`src/rtl/pllfe_pkg.sv`:
```
package pllfe_pkg;

  // Control phases of the evaluator
  typedef enum logic [1:0] {
    PH_IDLE = 2'd0,   // waiting for a request
    PH_RUN  = 2'd1,   // divider iterating
    PH_WRAP = 2'd2    // quotient ready, publish result
  } pllfe_phase_e;

endpackage

```
`src/rtl/pllfe_qualify.sv`:
```
// Decides whether a request bypasses the divider with a zero result.
module pllfe_qualify #(
  parameter int DIV_W = 3
) (
  input  logic             pwr_down,
  input  logic             ana_rst,
  input  logic [DIV_W-1:0] post_div,
  output logic             unlocked,
  output logic             force_zero
);

  function automatic logic lock_lost(input logic pd, input logic ar);
    return pd | ar;
  endfunction

  assign unlocked   = lock_lost(pwr_down, ana_rst);
  assign force_zero = unlocked | (post_div == '0);

endmodule

```
`src/rtl/pllfe_scale.sv`:
```
// Forms the fixed-point multiplier and the full-width product.
module pllfe_scale #(
  parameter int REF_W  = 32,
  parameter int INT_W  = 10,
  parameter int FRAC_W = 20,
  parameter int PROD_W = 64,
  localparam int MUL_W = INT_W + FRAC_W + 1
) (
  input  logic [REF_W-1:0]  ref_hz,
  input  logic [INT_W-1:0]  int_mult,
  input  logic [FRAC_W-1:0] frac_mult,
  input  logic              prescale_en,
  output logic [MUL_W-1:0]  mult_word,
  output logic [PROD_W-1:0] product
);

  // integer part placed above the fraction bits, optionally doubled
  function automatic logic [MUL_W-1:0] build_mult(
    input logic [INT_W-1:0]  ip,
    input logic [FRAC_W-1:0] fp,
    input logic              dbl
  );
    logic [MUL_W-1:0] w;
    w = {1'b0, ip, fp};
    if (dbl) w = {ip, fp, 1'b0};
    return w;
  endfunction

  function automatic logic [PROD_W-1:0] widen_mul(
    input logic [REF_W-1:0] a,
    input logic [MUL_W-1:0] b
  );
    return PROD_W'(a) * PROD_W'(b);
  endfunction

  assign mult_word = build_mult(int_mult, frac_mult, prescale_en);
  assign product   = widen_mul(ref_hz, mult_word);

endmodule

```
`src/rtl/pllfe_divider.sv`:
```
// Restoring shift-subtract divider, one quotient bit per clock.
module pllfe_divider #(
  parameter int N  = 64,
  parameter int DW = 3,
  localparam int CW = $clog2(N)
) (
  input  logic          clk,
  input  logic          rst_n,
  input  logic          load,
  input  logic [N-1:0]  dividend,
  input  logic [DW-1:0] divisor,
  output logic          running,
  output logic          last_step,
  output logic [N-1:0]  quotient
);

  logic [N-1:0]  quo_q;
  logic [DW-1:0] rem_q;
  logic [DW-1:0] dvs_q;
  logic [CW-1:0] cnt_q;
  logic          run_q;

  logic [DW:0]   trial;
  logic [DW:0]   diff;
  logic          fits;

  function automatic logic [DW:0] sub_try(input logic [DW:0] t, input logic [DW-1:0] d);
    return t - {1'b0, d};
  endfunction

  assign trial     = {rem_q, quo_q[N-1]};
  assign fits      = trial >= {1'b0, dvs_q};
  assign diff      = sub_try(trial, dvs_q);
  assign last_step = run_q && (cnt_q == CW'(N - 1));
  assign running   = run_q;
  assign quotient  = quo_q;

  always_ff @(posedge clk) begin
    if (!rst_n) begin
      quo_q <= '0;
      rem_q <= '0;
      dvs_q <= '0;
      cnt_q <= '0;
      run_q <= 1'b0;
    end else if (load) begin
      quo_q <= dividend;
      rem_q <= '0;
      dvs_q <= divisor;
      cnt_q <= '0;
      run_q <= 1'b1;
    end else if (run_q) begin
      quo_q <= {quo_q[N-2:0], fits};
      rem_q <= fits ? diff[DW-1:0] : trial[DW-1:0];
      cnt_q <= cnt_q + 1'b1;
      if (last_step) run_q <= 1'b0;
    end
  end

endmodule

```
`src/rtl/pllfe_eval.sv`:
```
// Top: fractional-N PLL output frequency evaluator.
module pllfe_eval #(
  parameter int REF_W  = 32,
  parameter int INT_W  = 10,
  parameter int FRAC_W = 20,
  parameter int DIV_W  = 3,
  parameter int PROD_W = 64,
  localparam int OUT_W = PROD_W - FRAC_W,
  localparam int MUL_W = INT_W + FRAC_W + 1
) (
  input  logic              clk,
  input  logic              rst_n,
  input  logic              start,
  input  logic [REF_W-1:0]  ref_hz,
  input  logic [INT_W-1:0]  int_mult,
  input  logic [FRAC_W-1:0] frac_mult,
  input  logic [DIV_W-1:0]  post_div,
  input  logic              prescale_en,
  input  logic              pwr_down,
  input  logic              ana_rst,
  output logic              busy,
  output logic              done,
  output logic [OUT_W-1:0]  freq_hz
);
  import pllfe_pkg::*;

  pllfe_phase_e      phase_q;
  logic [OUT_W-1:0]  res_q;
  logic              done_q;

  logic              unlocked;
  logic              force_zero;
  logic [MUL_W-1:0]  mult_word;
  logic [PROD_W-1:0] product;
  logic              div_running;
  logic              div_last;
  logic [PROD_W-1:0] div_quo;

  // named events for the checker
  logic              start_ok;
  logic              div_load;

  assign start_ok = start && (phase_q == PH_IDLE);
  assign div_load = start_ok && !force_zero;

  pllfe_qualify #(.DIV_W(DIV_W)) qual_i (
    .pwr_down   (pwr_down),
    .ana_rst    (ana_rst),
    .post_div   (post_div),
    .unlocked   (unlocked),
    .force_zero (force_zero)
  );

  pllfe_scale #(
    .REF_W(REF_W), .INT_W(INT_W), .FRAC_W(FRAC_W), .PROD_W(PROD_W)
  ) scale_i (
    .ref_hz      (ref_hz),
    .int_mult    (int_mult),
    .frac_mult   (frac_mult),
    .prescale_en (prescale_en),
    .mult_word   (mult_word),
    .product     (product)
  );

  pllfe_divider #(.N(PROD_W), .DW(DIV_W)) div_i (
    .clk       (clk),
    .rst_n     (rst_n),
    .load      (div_load),
    .dividend  (product),
    .divisor   (post_div),
    .running   (div_running),
    .last_step (div_last),
    .quotient  (div_quo)
  );

  function automatic logic [OUT_W-1:0] drop_frac(input logic [PROD_W-1:0] q);
    return q[PROD_W-1:FRAC_W];
  endfunction

  always_ff @(posedge clk) begin
    if (!rst_n) begin
      phase_q <= PH_IDLE;
      res_q   <= '0;
      done_q  <= 1'b0;
    end else begin
      done_q <= 1'b0;
      unique case (phase_q)
        PH_IDLE: begin
          if (start_ok) begin
            if (force_zero) begin
              res_q  <= '0;
              done_q <= 1'b1;
            end else begin
              phase_q <= PH_RUN;
            end
          end
        end
        PH_RUN: begin
          if (div_last) phase_q <= PH_WRAP;
        end
        PH_WRAP: begin
          res_q   <= drop_frac(div_quo);
          done_q  <= 1'b1;
          phase_q <= PH_IDLE;
        end
        default: phase_q <= PH_IDLE;
      endcase
    end
  end

  assign busy    = (phase_q != PH_IDLE);
  assign done    = done_q;
  assign freq_hz = res_q;

endmodule

```
`config.mk`:
```
export PLATFORM = sky130hd
export DESIGN_NAME = pllfe_eval
export DESIGN_NICKNAME = d
export VERILOG_FILES = /design/src/rtl/pllfe_pkg.sv /design/src/rtl/pllfe_qualify.sv /design/src/rtl/pllfe_scale.sv /design/src/rtl/pllfe_divider.sv /design/src/rtl/pllfe_eval.sv
export SDC_FILE = /design/constraint.sdc
export NUM_CORES = 2
export LEC_CHECK = 0
export BUFFER_PORTS_ARGS = -buffer_cell sky130_fd_sc_hd__buf_4
export CAP_MARGIN = 5
export CORE_AREA = 4 4 304 306
export CTS_BUF_LIST = sky130_fd_sc_hd__clkbuf_16
export CTS_CLUSTER_SIZE = 8
export DETAILED_ROUTE_END_ITERATION = 16
export DIE_AREA = 0 0 308 310
export PLACE_DENSITY = 0.58
export SKIP_LAST_GASP = 1
export SYNTH_ARGS = -nofsm -noshare
export SYNTH_HDL_FRONTEND = slang
export SYNTH_SLANG_ARGS = --single-unit
```
`constraint.sdc`:
```
create_clock -name clk -period 11.15 [get_ports clk]
set_input_delay 1.115 -clock clk [delete_from_list [all_inputs] [get_ports clk]]
set_output_delay 1.115 -clock clk [all_outputs]
set_load 0.02 [all_outputs]
```
After elaboration in Yosys (flattened, before gate mapping)
Cells that the tools add are included.
{"block": "word_totals", "reg_bits": 124, "in_bits": 71, "out_inout_bits": 46, "wordCells": 52}
{"block": "classes", "addsub": 2, "mul": 1, "order_cmp": 1, "n_eq_ne": 7, "n_mux": 17, "bitwise": 3, "reduce_logical": 12}
{"operator": "2-to-1 mux 63 bit", "count": 2}
{"operator": "2-to-1 mux 44 bit", "count": 2}
{"operator": "case mux 44 bit (2 select lines)", "count": 1}
{"operator": "multiplier 32 x 31 -> 63 bit", "count": 1}
{"operator": "2-to-1 mux 31 bit", "count": 1}
{"operator": "adder 6 x 1 -> 6 bit, second input constant", "count": 1}
{"operator": "== test 6 bit, second input constant", "count": 1}
{"operator": "2-to-1 mux 2 bit", "count": 3}
{"operator": "!= test 2 bit, second input constant", "count": 3}
{"operator": "AND reduction 3 bit", "count": 2}
{"operator": "nonzero test 2 bit", "count": 3}
{"operator": "2-to-1 mux 1 bit", "count": 5}
{"operator": "greater-or-equal comparator 4 x 3 -> 1 bit", "count": 1}
{"operator": "case mux 2 bit (2 select lines)", "count": 1}
{"operator": "logical AND 1 bit", "count": 3}
{"operator": "logical NOT 3 bit", "count": 1}
{"operator": "2-to-1 mux 3 bit", "count": 1}
{"operator": "subtractor 3 bit", "count": 1}
{"operator": "== test 2 x 1 -> 1 bit, second input constant", "count": 1}
{"operator": "== test 2 bit, second input constant", "count": 1}
{"operator": "logical NOT 2 bit", "count": 1}
{"operator": "!= test 2 x 1 -> 1 bit, second input constant", "count": 1}
{"operator": "bitwise OR 1 bit", "count": 2}
{"operator": "case mux 1 bit (2 select lines)", "count": 1}
{"operator": "other kinds (3)", "count": 3}

Longest topological paths before layout
{"block": "logic_depth", "depth_word": 5, "ltp_mapped": 29}

Cells and area by module
From an unflattened synthesis, not the netlist that was laid out.
{"block": "unflattened", "cells_unflattened": 4067, "area_unflattened_um2": 37606.1}
{"mod": "pllfe_scale", "n_inst": 1, "cells_each": 3576, "area_per_inst_um2": 32416.1, "seq_area_each_um2": 0.0}
{"mod": "pllfe_divider", "n_inst": 1, "cells_each": 373, "area_per_inst_um2": 3651.0, "seq_area_each_um2": 1541.5}
{"mod": "pllfe_eval", "n_inst": 1, "cells_each": 115, "area_per_inst_um2": 1521.5, "seq_area_each_um2": 940.9}
{"mod": "pllfe_qualify", "n_inst": 1, "cells_each": 3, "area_per_inst_um2": 17.5, "seq_area_each_um2": 0.0}

Least setup slack after synthesis
Ideal clock, no wire load.
{"block": "synth_path", "kind": "in2reg", "startpoint": "input prescale_en", "endpoint": "register div_i.quo_q[59], in the netlist div_i.quotient[59]", "arrival_time_ps": 8586, "required_time_ps": 11027, "slack_ps": 2441, "cell_stages": 28, "cell_sequence": "buf_1 buf_1 mux2i_1 clkbuf_1 nor2b_1 fa_1 fa_1 inv_1 fa_1 fa_1 inv_1 fa_1 fa_1 fa_1 inv_1 fa_1 inv_1 ha_1 clkbuf_1 a21oi_1 o21ai_1 a21oi_1 o21ai_0 o211a_1 a211o_1 a211oi_2 xor2_1 o22ai_1"}
{"block": "synth_via", "elab_chain_len": 3}
{"item": "from (decl)", "line_no": "pllfe_eval.sv:18", "rtl": "input logic prescale_en,"}
{"item": "2-to-1 mux 31 bit", "line_no": "pllfe_scale.sv:25", "rtl": "if (dbl) w = {ip, fp, 1'b0};"}
{"item": "multiplier 32 x 31 -> 63 bit", "line_no": "pllfe_scale.sv:33", "rtl": "return PROD_W'(a) * PROD_W'(b);"}
{"item": "2-to-1 mux 63 bit", "line_no": "pllfe_divider.sv:45", "rtl": "end else if (load) begin"}
{"item": "to (signal assigned)", "line_no": "pllfe_divider.sv:46", "rtl": "quo_q <= dividend;"}
{"item": "to (signal assigned)", "line_no": "pllfe_divider.sv:52", "rtl": "quo_q <= {quo_q[N-2:0], fits};"}
{"item": "to (decl)", "line_no": "pllfe_divider.sv:17", "rtl": "logic [N-1:0] quo_q;"}
Every way passes these cells.
A chain may end at the register's enable or synchronous reset.

Worst setup path in the final report
{"block": "layout_path", "startpoint": "input prescale_en", "endpoint": "register div_i.quo_q[61], in the netlist div_i.quotient[61]"}
The elaborated chain is that of the path after synthesis.

==> out/metrics.yaml <==
grt:
  grt_usage: 0.2225
  grt_max_degree: 74
  grt_pass1_wl_mm: 165.5
  antenna_found_initial: 0
  grt_pass1_vias: 29520
  overflow: 0
critical_path:
  worst-setup-path-type: "in -> reg"
  start_kind: "input pin"
  cp_data_required_time_ps: 11420
  critPathCaptureType: "flop"
  reg2reg_to: "div_i.rem_q[1]"
  r2r_cells: 8
  reg2reg_slack_ps: 8850
  worstPathArrival_ps: 9670
  reg2reg_from: "div_i.quotient[63]"
  cp_max_fo: 49
synthesis:
  postSynthCellCount: 4107
  ys_ff_latch: 124
  synth_cell_type_count: 59
  syn-num-nets: 5305
  ys_seq_area_frac: 0.06629
  ys_warn_count: 0
  synth.area.top_cells: "fa_1 (46%), ha_1 (8.7%), inv_1 (8.0%)"
  syn_avg_cell_area_um2: 9.117
  ys_async_sr_fraction: 0
  synth_top_area_cell: "fa_1"
  synth_top_area_share: 0.4635
  ys.flop_type: "dfxtp_1"
  synth_area_um2: 37440
  synth_enable_flop_cells: 0
sta:
  drv_slew: 0
  slew_headroom: 0.3910
  fmax_mhz: 106.4
  worst_pin_slew_ps: 913.6
  report.final.hold_viol_count: 0
  setup_violations: 0
  min_period_over_period: 0.8427
  finClkSkew_ps: 13.00
  period_needed_ps: 9396
  rsz0062_at_grt: "false"
  fin_setup_tns_ps: 0
route:
  via_per_inst: 5.216
  drtIter0Drc: 1635
  drcViolationCount: 0
  vias: 27070
  routed_wl_mm: 102.9
  dr.pass1.iters: 5
  wl_per_cell_um: 19.82
  drtAntennaViolNets: 0
die:
  dieArea_um2: 95480
  die_h_um: 310
  rows: 110
  core-area_um2: 89600
  start_util: 0.4179
  dieWidth_um: 308
  ios: 117
cts:
  cts_tree: "done"
  post_cts_buffers: 0
  holdBufCountCts: 0
  path_clk_slew_ps: 60
  post_cts_resized: 0
  htreeDepth: 4
  clock_path_buffers: 2
  cts_sinks: 124
  cts_made_buffers: 17
  root_buffer: "clkbuf_16"
  insertion_delay_ps: 410
run_status:
  status: "finished, final reports clean"
place:
  placed_area_um2: 38990
  dp_hpwl_mm: 79.32
  io_buffer_count: 116
  gp_congestion: 0.8655
cells_and_area:
  ff_latch_area_um2: 2486
  area.growth.synth_to_final_pct: 5.731
  fill_cells: 8820
  nets: 5197
  design_area_um2: 39590
  mostFrequentLayoutCells: "fa_1 (867), inv_1 (803), nand2_1 (578)"
  final_common_cell: "fa_1"
  multi_input_area_um2: 31070
  layout-drive-gt1-share: 0.05733
job:
  drv_cap: 0
worst_hold_path:
  hold_path_depth: 2
  hold_end: "div_i.rem_q[2]"
  hp-start: "div_i.rem_q[2]"
  hp-class: "reg -> reg"
## how the worst max path moves through the flow
stage                     start  slack, ps            endpoint  depth (start not counted)
floorplan           prescale_en       2440  div_i.quotient[59]                         28
global placement    prescale_en       1480  div_i.quotient[61]                         24
detailed placement  prescale_en       1470  div_i.quotient[61]                         24
CTS                 prescale_en       1860  div_i.quotient[61]                         24
global route        prescale_en       1430  div_i.quotient[61]                         24
finish              prescale_en       1750  div_i.quotient[61]                         24
## sequential cells by signal (all words and copies together), names as in the netlist
name            cells
freq_hz            44
div_i.running       1
phase_q             2
div_i.quotient     64
div_i.rem_q         3
done                1
div_i.dvs_q         3
div_i.cnt_q         6
## layout make-up
type	instances	share of cell area
Antenna cell	1	0.00006321
Multi-Input combinational cell	2928	0.7849
Inverter	802	0.07604
Clock inverter	15	0.004393
Sequential cell	124	0.06280
Tap cell	1176	0.03717
Timing Repair Buffer	126	0.02389
Clock buffer	17	0.01075
## cell usage after synthesis, drive strengths merged (2+ instances only)
cell,n
fa,867
inv,802
nand2,578
and2,422
ha,260
clkbuf,243
nor2b,141
dfxtp,124
a21oi,108
o21ai,71
mux2i,49
mux2,48
a22oi,45
nor2,45
xnor2,35
and3,30
o211a,29
xor2,29
a21o,25
nand4,17
nand2b,15
nand3,14
a31oi,12
buf,10
nor3,10
o21bai,10
or3,8
a211oi,6
a21boi,5
o211ai,5
o22ai,5
and4,4
a211o,3
a31o,3
nand3b,3
nor4,3
o31ai,3
or2,3
a41o,2
o2111ai,2
o21a,2
o221ai,2
## critical path, stage by stage
cell and delay (ps):
buf_4 590, mux2i_4 830, buf_4 320, nor2b_1 90
fa_1 510, fa_1 510, inv_1 50, fa_1 450
fa_1 550, fa_1 550, inv_1 50, fa_1 450
fa_1 570, fa_1 440, ha_1 390, nand2_1 180
o21ai_0 270, a21boi_0 140, o21ai_0 330, o21ai_2 190
o31ai_1 520, a21o_1 250, mux2i_1 220, a21oi_1 80
## through the flow
step                worst slack, ps  std cells  utilization  hold slack, ps
floorplan                      2441       4107            -           443.5
global placement               1484       5156       0.4351           457.8
detailed placement             1471       5156       0.4351           467.2
CTS                            1861       5188       0.4418           476.8
global route                   1427       5188       0.4418           498.8
finish                         1754       5189       0.4419           475.9
## routing by layer
metal,global-route usage,share of wire,vias to the layer above
li1,-,-,12050
met1,0.2765,0.40,14190
met2,0.4101,0.53,632
met3,0.01981,0.039,191
met4,0.07150,0.036,0
met5,0,0,-
## logic make-up after synthesis
group | after synthesis | synth area share
multiplexers | 97 | 0.02753
XOR/XNOR | 64 | 0.01497
AND/OR/NAND/NOR | 1296 | 0.1748
buffers and inverters | 1055 | 0.1058
adder cells (fa/ha/maj) | 1127 | 0.5504
flip-flops | 124 | 0.06629
AO/OA/AOI/OAI | 344 | 0.06018
Power is left out: the tool's default activity adds up to more than one toggle a clock period on the data nets, which glitch-free logic cannot reach.
